--- src/rtl/sup_pkg.sv ---
`timescale 1ns/1ps
package sup_pkg;
  localparam int unsigned WD_CODES  = 5;  // enabled watchdog codes 1..5
  localparam int unsigned LD_CODES  = 3;  // enabled longdog codes 1..3
  localparam int unsigned SYNC_DEPTH = 2;

  function automatic int unsigned max_u(int unsigned a, int unsigned b);
    return (a > b) ? a : b;
  endfunction
endpackage

--- src/rtl/sup_sync.sv ---
`timescale 1ns/1ps
module sup_sync #(
  parameter int unsigned STAGES = 2
) (
  input  logic clk_i,
  input  logic rst_ni,
  input  logic d_i,
  output logic level_o,
  output logic rise_o
);
  logic [STAGES:0] sh_q;

  always_ff @(posedge clk_i or negedge rst_ni) begin
    if (!rst_ni) sh_q <= '0;
    else         sh_q <= {sh_q[STAGES-1:0], d_i};
  end

  assign level_o = sh_q[STAGES-1];
  assign rise_o  = sh_q[STAGES-1] & ~sh_q[STAGES];
endmodule

--- src/rtl/sup_cfg_dec.sv ---
`timescale 1ns/1ps
module sup_cfg_dec
  import sup_pkg::*;
#(
  parameter int unsigned CNT_W    = 8,
  parameter int unsigned RTO_W    = 4,
  parameter int unsigned WD_UNIT  = 4,
  parameter int unsigned LD_UNIT  = 16,
  parameter int unsigned RTO_UNIT = 1
) (
  input  logic [2:0]       wd_sel_i,
  input  logic [1:0]       ld_sel_i,
  input  logic [1:0]       rto_sel_i,
  output logic [CNT_W-1:0] wd_per_o,
  output logic [CNT_W-1:0] ld_per_o,
  output logic [RTO_W-1:0] rto_per_o
);
  always_comb begin
    wd_per_o = '0;
    if (wd_sel_i != 3'd0 && int'(wd_sel_i) <= WD_CODES)
      wd_per_o = CNT_W'(WD_UNIT) << (wd_sel_i - 3'd1);
  end

  always_comb begin
    ld_per_o = '0;
    if (ld_sel_i != 2'd0 && int'(ld_sel_i) <= LD_CODES)
      ld_per_o = CNT_W'(LD_UNIT) << (ld_sel_i - 2'd1);
  end

  assign rto_per_o = RTO_W'(RTO_UNIT) << rto_sel_i;
endmodule

--- src/rtl/sup_timer.sv ---
`timescale 1ns/1ps
module sup_timer #(
  parameter int unsigned W = 8
) (
  input  logic         clk_i,
  input  logic         rst_ni,
  input  logic         tick_i,
  input  logic         clr_i,
  input  logic [W-1:0] period_i,
  output logic         expire_o,
  output logic [W-1:0] cnt_o
);
  logic [W-1:0] cnt_q;
  logic [W:0]   nxt;
  logic         off;

  assign nxt      = {1'b0, cnt_q} + 1'b1;
  assign off      = (period_i == '0);
  // >= keeps a shortened period from overrunning after a config change
  assign expire_o = tick_i & ~clr_i & ~off & (nxt >= {1'b0, period_i});

  always_ff @(posedge clk_i or negedge rst_ni) begin
    if (!rst_ni)                      cnt_q <= '0;
    else if (clr_i || off || expire_o) cnt_q <= '0;
    else if (tick_i)                  cnt_q <= nxt[W-1:0];
  end

  assign cnt_o = cnt_q;


  off_hold_chk: assert property (@(posedge clk_i) disable iff (!rst_ni)
    off |=> (cnt_q == '0));

  tick_gate_chk: assert property (@(posedge clk_i) disable iff (!rst_ni)
    (!tick_i && !clr_i && !off) |=> $stable(cnt_q));
endmodule

--- src/rtl/sup_reset_pulse.sv ---
`timescale 1ns/1ps
module sup_reset_pulse #(
  parameter int unsigned W = 4
) (
  input  logic         clk_i,
  input  logic         rst_ni,
  input  logic         tick_i,
  input  logic         start_i,
  input  logic         abort_i,
  input  logic [W-1:0] period_i,
  output logic         active_o
);
  logic         act_q;
  logic [W-1:0] cnt_q;
  logic [W:0]   nxt;

  assign nxt = {1'b0, cnt_q} + 1'b1;

  always_ff @(posedge clk_i or negedge rst_ni) begin
    if (!rst_ni) begin
      act_q <= 1'b0;
      cnt_q <= '0;
    end else if (start_i) begin
      act_q <= 1'b1;
      cnt_q <= '0;
    end else if (act_q) begin
      if (abort_i) begin
        act_q <= 1'b0;
        cnt_q <= '0;
      end else if (tick_i) begin
        if (nxt >= {1'b0, period_i}) begin
          act_q <= 1'b0;
          cnt_q <= '0;
        end else begin
          cnt_q <= nxt[W-1:0];
        end
      end
    end
  end

  assign active_o = act_q;


  release_cause_chk: assert property (@(posedge clk_i) disable iff (!rst_ni)
    $fell(act_q) |-> ($past(abort_i) || $past(tick_i)));

  start_rise_chk: assert property (@(posedge clk_i) disable iff (!rst_ni)
    start_i |=> act_q);
endmodule

--- src/rtl/wd_ld_supervisor.sv ---
`timescale 1ns/1ps
module wd_ld_supervisor
  import sup_pkg::*;
#(
  parameter int unsigned WD_UNIT  = 400,
  parameter int unsigned LD_UNIT  = 1600,
  parameter int unsigned RTO_UNIT = 25
) (
  input  logic       clk_i,
  input  logic       rst_ni,
  input  logic       tick_i,
  input  logic       strobe_i,
  input  logic       clr_status_i,
  input  logic [2:0] wd_sel_i,
  input  logic [1:0] ld_sel_i,
  input  logic [1:0] rto_sel_i,
  output logic       irq_no,
  output logic       rst_no,
  output logic       wd_status_o
);
  localparam int unsigned WD_MAX  = WD_UNIT << (WD_CODES - 1);
  localparam int unsigned LD_MAX  = LD_UNIT << (LD_CODES - 1);
  localparam int unsigned CNT_W   = $clog2(max_u(WD_MAX, LD_MAX) + 1);
  localparam int unsigned RTO_W   = $clog2(RTO_UNIT * 8 + 1);

  logic             strobe_lvl, strobe_rise;
  logic [CNT_W-1:0] wd_per, ld_per, wd_cnt, ld_cnt;
  logic [RTO_W-1:0] rto_per;
  logic             wd_exp, ld_exp, rst_act;
  logic             ld_hold, wd_hold;
  logic             irq_pend_q, status_q;

  sup_sync #(.STAGES(SYNC_DEPTH)) u_sync (
    .clk_i, .rst_ni, .d_i(strobe_i), .level_o(strobe_lvl), .rise_o(strobe_rise)
  );

  sup_cfg_dec #(
    .CNT_W(CNT_W), .RTO_W(RTO_W),
    .WD_UNIT(WD_UNIT), .LD_UNIT(LD_UNIT), .RTO_UNIT(RTO_UNIT)
  ) u_dec (
    .wd_sel_i, .ld_sel_i, .rto_sel_i,
    .wd_per_o(wd_per), .ld_per_o(ld_per), .rto_per_o(rto_per)
  );

  // Both timers are held during the reset pulse; a longdog expiry also zeroes the watchdog
  assign ld_hold = strobe_rise | rst_act;
  assign wd_hold = ld_hold | ld_exp;

  sup_timer #(.W(CNT_W)) u_ld (
    .clk_i, .rst_ni, .tick_i, .clr_i(ld_hold), .period_i(ld_per),
    .expire_o(ld_exp), .cnt_o(ld_cnt)
  );

  sup_timer #(.W(CNT_W)) u_wd (
    .clk_i, .rst_ni, .tick_i, .clr_i(wd_hold), .period_i(wd_per),
    .expire_o(wd_exp), .cnt_o(wd_cnt)
  );

  sup_reset_pulse #(.W(RTO_W)) u_rp (
    .clk_i, .rst_ni, .tick_i, .start_i(ld_exp), .abort_i(strobe_rise),
    .period_i(rto_per), .active_o(rst_act)
  );

  always_ff @(posedge clk_i or negedge rst_ni) begin
    if (!rst_ni)                   irq_pend_q <= 1'b0;
    else if (ld_exp || strobe_rise) irq_pend_q <= 1'b0;
    else if (wd_exp)               irq_pend_q <= 1'b1;
  end

  always_ff @(posedge clk_i or negedge rst_ni) begin
    if (!rst_ni)           status_q <= 1'b0;
    else if (wd_exp)       status_q <= 1'b1;
    else if (clr_status_i) status_q <= 1'b0;
  end

  assign irq_no      = ~(irq_pend_q & ~strobe_lvl);
  assign rst_no      = ~rst_act;
  assign wd_status_o = status_q;


  strobe_clr_chk: assert property (@(posedge clk_i) disable iff (!rst_ni)
    strobe_rise |=> (wd_cnt == '0 && ld_cnt == '0));

  status_set_chk: assert property (@(posedge clk_i) disable iff (!rst_ni)
    wd_exp |=> wd_status_o);

  ld_rst_chk: assert property (@(posedge clk_i) disable iff (!rst_ni)
    ld_exp |=> !rst_no);

  release_zero_chk: assert property (@(posedge clk_i) disable iff (!rst_ni)
    $rose(rst_no) |-> (wd_cnt == '0 && ld_cnt == '0));

  ld_clears_irq_chk: assert property (@(posedge clk_i) disable iff (!rst_ni)
    ld_exp |=> irq_no);

  no_dual_exp_chk: assert property (@(posedge clk_i) disable iff (!rst_ni)
    !(wd_exp && ld_exp));
endmodule

--- config.mk ---
export PLATFORM = sky130hd
export DESIGN_NAME = wd_ld_supervisor
export DESIGN_NICKNAME = d
export VERILOG_FILES = /design/src/rtl/sup_pkg.sv /design/src/rtl/sup_sync.sv /design/src/rtl/sup_cfg_dec.sv /design/src/rtl/sup_timer.sv /design/src/rtl/sup_reset_pulse.sv /design/src/rtl/wd_ld_supervisor.sv
export SDC_FILE = /design/constraint.sdc
export NUM_CORES = 1
export LEC_CHECK = 0
export CORE_UTILIZATION = 65
export CTS_CLUSTER_SIZE = 25
export DETAILED_ROUTE_END_ITERATION = 6
export HOLD_SLACK_MARGIN = 0.15
export PLACE_DENSITY_LB_ADDON = 0.1
export SLEW_MARGIN = 25
export SYNTH_ARGS = -nofsm -noshare
export SYNTH_HDL_FRONTEND = slang
export SYNTH_SLANG_ARGS = --single-unit
--- constraint.sdc ---
create_clock -name clk_i -period 4.6 [get_ports clk_i]
set_input_delay 0.92 -clock clk_i [delete_from_list [all_inputs] [get_ports clk_i]]
set_output_delay 0.92 -clock clk_i [all_outputs]
set_load 0.05 [all_outputs]
Yosys cells after proc, flatten, opt, wreduce, memory -nomap -nowiden

Cells that the tools add are included.

Bitwise logic cells: 18
Add/subtract/negate cells: 5
Magnitude comparators: 4
Shift operators: 3
Reductions and logical operators: 17
Muxes and demuxes: 20

Operators with widths:

| kind                                              | number |
|---|---|
| 2-to-1 mux 13 bit                                 | 6 |
| 2-to-1 mux 8 bit                                  | 5 |
| adder 13 x 1 -> 14 bit, second input constant     | 2 |
| >= comparator 14 x 13 -> 1 bit                    | 2 |
| logical NOT 13 bit                                | 2 |
| left shift 11 x 2 -> 13 bit, first input constant | 1 |
| left shift 9 x 3 -> 13 bit, first input constant  | 1 |
| nonzero test 2 bit                                | 6 |
| adder 8 x 1 -> 9 bit, second input constant       | 1 |
| >= comparator 9 x 8 -> 1 bit                      | 1 |
| 2-to-1 mux 1 bit                                  | 9 |
| AND 1 bit                                         | 8 |
| inverter 1 bit                                    | 8 |
| left shift 5 x 2 -> 8 bit, first input constant   | 1 |
| nonzero test 3 bit                                | 2 |
| logical OR 1 bit                                  | 5 |
| <= comparator 3 bit, second input constant        | 1 |
| subtractor 3 x 1 -> 3 bit, second input constant  | 1 |
| bitwise OR 1 bit                                  | 2 |
| AND reduction 2 bit                               | 1 |
| subtractor 2 x 1 -> 2 bit, second input constant  | 1 |
| logical AND 1 bit                                 | 1 |

Output and inout port bits: 3
Input port bits: 12
Register bits after elaboration: 40

Logic depth before layout (Yosys ltp)

Gate-level depths: netlist (run 1).

Depth in word-level cells: 14
Mapped depth: 13
Gate-level depth less buffers: 13

Cells and area by module

Synthesis (run 1) repeated with hierarchy kept, for this count alone.

Cells, all modules: 406
Area, all modules: 3608.5 um2

Modules (own cells, without submodules):

| module           | sequential area each (um2) | area an instance (um2) | times used | cells an instance |
|---|---|---|---|---|
| sup_timer (u_wd) | 325.3                      | 1177.4                 | 1          | 142 |
| sup_timer (u_ld) | 325.3                      | 1082.3                 | 1          | 112 |
| sup_reset_pulse  | 225.2                      | 724.4                  | 1          | 77 |
| sup_cfg_dec      | 0.0                        | 442.9                  | 1          | 61 |
| wd_ld_supervisor | 50.0                       | 92.6                   | 1          | 10 |
| sup_sync         | 75.1                       | 88.8                   | 1          | 4 |

Least setup slack after synthesis (run 1)

No wires, ideal clock.

Kind: input port to flip-flop
Start: input wd_sel_i[1]
End: register u_wd.cnt_q[12] (netlist: u_wd.cnt_o[12])
Slack: 1.195 ns
Path buffers: 0
Data required time: 4.521 ns
Stages on the path: 12
Arrival: 3.326 ns
Path through: inv_1 -> ha_1 -> xor2_1 -> nand2_1 -> a21bo_2 -> ha_1 -> a21o_1 -> a2111oi_0 -> a21oi_1 -> nor2_1 -> o221ai_2 -> a21oi_1

Cells in the longest elaborated chain, start to end: 9

RTL lines:

| item                                                                   | line                                 | source |
|---|---|---|
| start: declaration                                                     | wd_ld_supervisor.sv:14               | `input logic [2:0] wd_sel_i,` |
| subtractor 3 x 1 -> 3 bit, or another cell as far along                | sup_cfg_dec.sv:21                    | `wd_per_o = CNT_W'(WD_UNIT) << (wd_sel_i - 3'd1);` |
| left shift 9 x 3 -> 13 bit or logical AND 1 bit (tied branches)        | sup_cfg_dec.sv:21, sup_cfg_dec.sv:20 |  |
| 2-to-1 mux 13 bit (*)                                                  | sup_cfg_dec.sv:20                    | `if (wd_sel_i != 3'd0 && int'(wd_sel_i) <= WD_CODES)` |
| branches (longest 4 deep; another with >= comparator 14 x 13 -> 1 bit) | --                                   |  |
| logical OR 1 bit (*)                                                   | sup_timer.sv:24                      | `else if (clr_i \|\| off \|\| expire_o) cnt_q <= '0;` |
| 2-to-1 mux 13 bit or nonzero test 2 bit (tied branches)                | --                                   |  |
| end signal: assignment                                                 | sup_timer.sv:25                      | `else if (tick_i) cnt_q <= nxt[W-1:0];` |
| end: declaration                                                       | sup_timer.sv:13                      | `logic [W-1:0] cnt_q;` |

Mark *: on every way between the ends.
A chain may end at the register's enable or synchronous reset.

Worst setup path after layout (run 1)

Same ends and word-level chain as after synthesis.

==> metrics.md, run 1 <==
| Metric | Value |
|---|---|
| Status | finished with violations |
| Violated checks | design-rule violations |
| First-pass GRT wire length | 10,940 um |
| Clk_lat worst skew | 0.30 ns |
| Fill cell instance count of the final layout | 329 |
| Via Count | 2,630 |
| Drt initial violations | 220 |
| Final Cell Area | 3391 um2 |
| Initial antenna violation count | 0 |
| Final slew viol count | 0 |
| Yosys top cell by area | dfrtp_1 |
| Ys flop type | dfrtp_1 |
| Final HPWL DP | 4785 um |
| Gpl congestion | 0.8976 |
| Max Cap Violations | 0 |
| Hold Fails Final Rpt | 0 |
| Largest net degree at the start of global routing | 41 |
| Synth cell types | 51 |
| Final setup violation count | 0 |
| CTS resizes | 0 |
| Layout cells sized above 1 | 4.360% |
| Cells after synthesis | 349 |
| Vert. Die Dim | 71.15 um |
| # rows | 24 |
| Total Neg Setup Slack | 0 ns |
| Synthesized area per cell | 8.905 um2 |
| Actual slew at the worst max-slew pin | 0.8647 ns |
| Worst EP required | 4.82 ns |
| Maximum root-to-sink buffer count | 2 |
| Reg area | 1001 um2 |
| Crit. End Element | flip-flop |
| Inserted Diodes | 0 |
| FF-to-FF path depth | 11 |
| # H-tree levels | 2 |
| Nets | 420 |
| Asr flop ratio synth | 100.0% |
| Post-synth EDFFs | 0 |
| Routed WL per cell | 15.23 um |
| Slew Limit Headroom | 42.35% |
| Post-Syn Area | 3108 um2 |
| Synthesis-to-layout area growth | 9.098% |
| Vias in the first global route | 2,413 |
| Area share of the largest cell type after synthesis | 32.21% |
| Sequential share of the synthesized area | 32.21% |
| Num Clock Sinks | 40 |
| Hold Buf Count CTS | 0 |
| Vias per cell | 6.277 |
| Unrepaired setup endpoints after global routing | no |
| Syn nets | 403 |
| Drt total wl | 6380 um |
| Total gr overflow | 0 |
| Dpl cell area | 3298 um2 |
| DRC Markers | 2 |
| Pwr per Cell Area | 244.6 nW/um2 |
| Critical Path AT | 4.32 ns |
| Port Buf Inserts | 14 |
| Ports | 15 |
| DRT Pass-1 Iters | 7 |
| Max FO, Critical Path | 9 |
| Static Leak | 1.622 nW |
| FMAX | 0.2441 GHz |
| Period utilization | 89.07% |
| Postcts setup bufs | 0 |
| Crit path time final | 4.097 ns |
| Synth Warn # | 0 |
| CTS clock-pin slew for the worst setup and hold paths | 0.08 ns |
| CTS tree | built |
| Initial Util | 69.46% |
| Hold Crit Depth | 0 |
| Max VDD drop | 0.1819 mV |
| Crit Path Class | in -> reg |
| Final ANT Viol Nets | 0 |
| Die area | 5062 um2 |
| Die width | 71.15 um |
| Root Buffer | clkbuf_8 |
| Core area | 4474 um2 |
| Total Routing Usage GR | 27.39% |
| Final setup skew | 0.01006 ns |
| Crit start category | input port |
| Worst hold path class | reg -> reg |
| Top cells by area, synth | dfrtp_1 32%, ha_1 17%, xnor2_1 5.1% |
| TritonCTS buffer count | 5 |
| Yosys reg bits | 40 |
| Area of the multi-input gates | 2003 um2 |
[state kept, by name, indices dropped and copies added (netlist names)]
name and cells:
irq_pend_q 1, u_wd.cnt_o 13, u_sync.sh_q 3, u_ld.cnt_o 13, u_rp.cnt_q 8, u_rp.active_o 1, wd_status_o 1
[synth_stat cells, types with 4 or more instances]
| cell | number |
|---|---|
| ha_1 | 42 |
| and3_1 | 12 |
| a21o_1 | 5 |
| nor3_1 | 8 |
| clkbuf_1 | 4 |
| inv_1 | 23 |
| dfrtp_1 | 40 |
| nand2_1 | 29 |
| nand2b_1 | 6 |
| nor2_1 | 28 |
| or3_1 | 6 |
| a21oi_1 | 18 |
| nand4b_1 | 4 |
| o31ai_1 | 4 |
| xnor2_1 | 18 |
| nand3_1 | 19 |
| xor2_1 | 14 |
| a32o_1 | 8 |
| o21ai_0 | 16 |
[report_power, final]
part	switching, mW	total [mW]	leakage [nW]	internal [mW]
combinational	0.119	0.202	1.03	0.0835
clock	0.128	0.237	0.0424	0.108
sequential	0.0213	0.390	0.546	0.369
total	0.268	0.830	1.62	0.561
[final cells by class]
type	instances	area share [%]
clock inverters	1	0.2583
multi-input cells	280	59.08
flip-flops and latches	40	29.52
clock buffers	7	2.251
inverters	23	2.546
repair buffers	16	4.428
well taps	52	1.919
[layer usage]
metal / track usage [%] / part of all wire [%] / vias up
met5: 0 / 0 / -
met2: 44.66 / 48 / 94
met3: 3.989 / 5.4 / 8
li1: - / - / 1294
met4: 9.333 / 1.2 / 0
met1: 37.49 / 45 / 1234
[worst max-delay path, stage by stage]
cell             delay (ns)
clkdlybuf4s50_1        0.54
inv_1                  0.12
ha_1                   0.24
nand2b_1               0.08
o31a_1                 0.25
and2_1                 0.25
o21ai_0                0.13
ha_1                   0.22
a21o_1                 0.18
a2111oi_0              0.39
a21oi_1                0.18
nor2_1                 0.35
o221ai_2               0.29
a21oi_1                0.17
[path summary, 6_finish.rpt]
| check | start | end | slack, ns |
|---|---|---|---|
| setup / recovery | wd_sel_i[1] | u_wd.cnt_o[12] | 0.50 |
| hold / removal | u_sync.sh_q[0] | u_sync.sh_q[1] | 0.36 |
| setup reg to reg | u_wd.cnt_o[0] | u_wd.cnt_o[12] | 1.11 |
| hold reg to reg | u_sync.sh_q[0] | u_sync.sh_q[1] | 0.36 |
| max in group asynchronous | rst_ni | u_wd.cnt_o[11] | 3.32 |
| min in group asynchronous | rst_ni | u_rp.cnt_q[0] | 0.72 |
[per-stage QoR]
| step | power, mW | util, % | hold slack, ns | worst slack [ns] | std cells |
|---|---|---|---|---|---|
| after floorplan | 0.5313 | - | 0.3312 | 1.195 | 349 |
| after global placement | 0.5881 | 73.71 | 0.3345 | 0.3288 | 411 |
| after detailed placement | 0.5977 | 73.71 | 0.3401 | 0.2287 | 411 |
| after CTS | 0.8335 | 75.62 | 0.3589 | 0.5377 | 419 |
| after global routing | 0.8779 | 75.78 | 0.3615 | 0.1166 | 419 |
| final | 0.8295 | 75.78 | 0.3568 | 0.5028 | 419 |
[placed cells by master, fill, tap and decap left out, types with 2 or more instances in the layout]
cell type | netlist | routed
a32oi_1 | 3 | 3
buf_4 | 0 | 2
nor2b_1 | 2 | 2
nand3_1 | 19 | 19
o22ai_1 | 2 | 2
clkbuf_8 | 0 | 5
nand2_1 | 29 | 29
nor3_1 | 8 | 8
nor2_1 | 28 | 28
inv_1 | 23 | 23
ha_1 | 42 | 42
o21ai_0 | 16 | 16
o21a_1 | 2 | 2
a31oi_1 | 2 | 2
nand3b_1 | 2 | 2
o21ai_1 | 2 | 2
nand4b_1 | 4 | 4
clkbuf_1 | 4 | 2
nand4_1 | 2 | 2
clkdlybuf4s50_1 | 0 | 13
and3_1 | 12 | 12
o31ai_1 | 4 | 4
o211ai_1 | 3 | 3
a21o_1 | 5 | 5
or3_1 | 6 | 6
xor2_1 | 14 | 14
a32o_1 | 8 | 8
nor4_1 | 2 | 2
nand2b_1 | 6 | 6
dfrtp_1 | 40 | 40
a21oi_1 | 18 | 18
xnor2_1 | 18 | 18
[cells by family after synthesis]
family	count (synthesis)	share of synthesized area (%)
buffers and inverters	29	3.583
multiplexers	1	0.3221
AO/OA/AOI/OAI	77	16.95
XOR/XNOR	32	9.018
AND/OR/NAND/NOR	128	21.01
flip-flops	40	32.21
adder cells (fa/ha/maj)	42	16.91
Power figures use the tool's default switching activity.
==> run 2: changes to the inputs <==
--- a/config.mk
+++ b/config.mk
@@ -5,9 +5,11 @@
 export SDC_FILE = /design/constraint.sdc
 export NUM_CORES = 1
 export LEC_CHECK = 0
+export ABC_AREA = 0
 export CORE_UTILIZATION = 65
 export CTS_CLUSTER_SIZE = 25
 export DETAILED_ROUTE_END_ITERATION = 6
+export DONT_BUFFER_PORTS = 1
 export HOLD_SLACK_MARGIN = 0.15
 export PLACE_DENSITY_LB_ADDON = 0.1
 export SLEW_MARGIN = 25
==> run 2 against run 1 <==
Compared with the run above:
- the run still ends with design-rule violations left
- combinational power fell by 16%
- die area did not move
- register-to-register slack got worse by 0.31 ns
- sequential power rose by 1%
- cell count fell by 3.6%
- setup slack improved by 0.29 ns
- largest power group unchanged
==> metrics.md, run 2 (synthesis gave the netlist of run 1 again) <==
| Metric | Value |
|---|---|
| Status | finished with violations |
| Violated checks | design-rule violations |
| Part of the power in registers | 45.2% |
| Postcts setup bufs | 0 |
| Vias per cell | 6.344 |
| Hold Fails Final Rpt | 0 |
| Worst hold path class | in -> async |
| Ports | 15 |
| Root Buffer | clkbuf_8 |
| Sw Pwr | 0.2555 mW |
| Unrepaired setup endpoints after global routing | no |
| Nets | 405 |
| Maximum root-to-sink buffer count | 2 |
| Total gr overflow | 0 |
| Gate power share | 19.5% |
| Drt total wl | 6205 um |
| Commonest non-fill, non-tap cell in the layout | ha_1 |
| Final HPWL DP | 4755 um |
| Largest net degree at the start of global routing | 41 |
| Actual slew at the worst max-slew pin | 0.9381 ns |
| Pwr per Cell Area | 266.1 nW/um2 |
| Num Clock Sinks | 40 |
| Static Leak | 1.581 nW |
| Worst EP required | 4.80 ns |
| CTS tree | built |
| Clk pwr share | 35.2% |
| DRC Markers | 2 |
| Total Routing Usage GR | 27.65% |
| Final Util | 73.24% |
| Synthesis-to-layout area growth | 5.435% |
| Core area | 4474 um2 |
| Die area | 5062 um2 |
| Slew Limit Headroom | 37.23% |
| Die width | 71.15 um |
| DRT Pass-1 Iters | 7 |
| TritonCTS buffer count | 5 |
| Final slew viol count | 0 |
| Port Buf Inserts | 0 |
| Max FO, Critical Path | 14 |
| Routed WL per cell | 15.36 um |
| Setup crit start | u_ld.cnt_o[0] |
| # H-tree levels | 2 |
| Initial antenna violation count | 0 |
| Crit Path Class | reg -> reg |
| R2r startpoint | u_ld.cnt_o[0] |
| Max Cap Violations | 0 |
| Drt initial violations | 183 |
| Dpl ws | 0.6676 ns |
| Final setup skew | 0.009748 ns |
| Cell Int Power | 0.6164 mW |
| Clk_lat worst skew | 0.31 ns |
| Final setup violation count | 0 |
| Inserted Diodes | 0 |
| Crit start category | flip-flop |
| Critical Path AT | 4.01 ns |
| Crit. End Element | flip-flop |
| First-pass GRT wire length | 10,850 um |
| # rows | 24 |
| Crit path time final | 3.803 ns |
| Period utilization | 82.66% |
| CTS clock-pin slew for the worst setup and hold paths | 0.08 ns |
| Vias in the first global route | 2,418 |
| Leading cell types in the layout, fill and taps excluded | 42 x ha_1, 40 x dfrtp_1, 29 x nand2_1 |
| Final ANT Viol Nets | 0 |
| Hold Buf Count CTS | 0 |
| Layout cells sized above 1 | 4.261% |
| Vert. Die Dim | 71.15 um |
| Initial Util | 69.46% |
| Setup ws final | 0.7975 ns |
| CTS resizes | 0 |
| Via Count | 2,563 |
| FMAX | 0.2630 GHz |
| Gpl congestion | 0.9219 |
| Sw frac | 29.30% |
| Max VDD drop | 0.1798 mV |
| Total Neg Setup Slack | 0 ns |
| R2r setup slk | 0.80 ns |
[run 2: cell count changes in the layout (fill, tap and decap cells not counted), sizes merged]
cell / before / now
buf: 3 / 1
bufinv: 0 / 1
clkbuf: 7 / 6
clkdlybuf4s50: 13 / 0
[run 2: worst paths after layout]
path,endpoint,cells after the start
max in group asynchronous,u_wd.cnt_o[3],0
min in group clk_i,u_sync.sh_q[1],0
max,wd_status_o,10
min reg2reg,u_sync.sh_q[1],0
max reg2reg,wd_status_o,10
min,u_rp.cnt_q[3],0
[run 2: critical path: stages, from the launching register on]
cell      delay [ns]
dfrtp_1         0.41
nand3_1         0.16
nor3_1          0.50
nand3_1         0.22
xnor2_1         0.17
ha_1            0.30
a211oi_1        0.22
a21oi_1         0.23
nor2_1          0.77
o21ai_0         0.39
o32ai_1         0.34
[run 2: power by group through the flow]
stage               logic, mW  registers, mW  clock network [mW]
floorplan               0.137          0.395                   0
global placement        0.165          0.399                   0
detailed placement      0.170          0.401                   0
CTS                     0.171          0.393               0.315
global route            0.191          0.396               0.328
finish                  0.170          0.394               0.307
[run 2: final cells by class]
cell class              instances  area, um2
clock buffers                   6      82.58
clock inverters                 2      38.79
fillers                       348       1197
inverters                      23      86.33
multi-input cells             280       1996
flip-flops and latches         40       1001
well taps                      52      65.06
repair buffers                  1      7.507
[run 2: through the flow]
step	power, mW	instance area (um2)	cells	hold slack, ns
2_1_floorplan	0.5313	3108	349	0.3312
3_3_place_gp	0.5643	3156	396	0.3332
3_5_place_dp	0.5706	3156	396	0.3371
4_1_cts	0.8791	3277	404	0.2890
5_1_grt	0.9147	3277	404	0.2829
6_report	0.8719	3277	404	0.2970
[run 2: routing by layer]
metal  up-vias  GRT usage (%)  part of all wire [%]
met2        64          44.02                    46
met1      1228          36.99                    47
met3        15          5.698                   5.1
li1       1256              -                     -
met4         0          11.11                   2.1
met5         -              0                     0
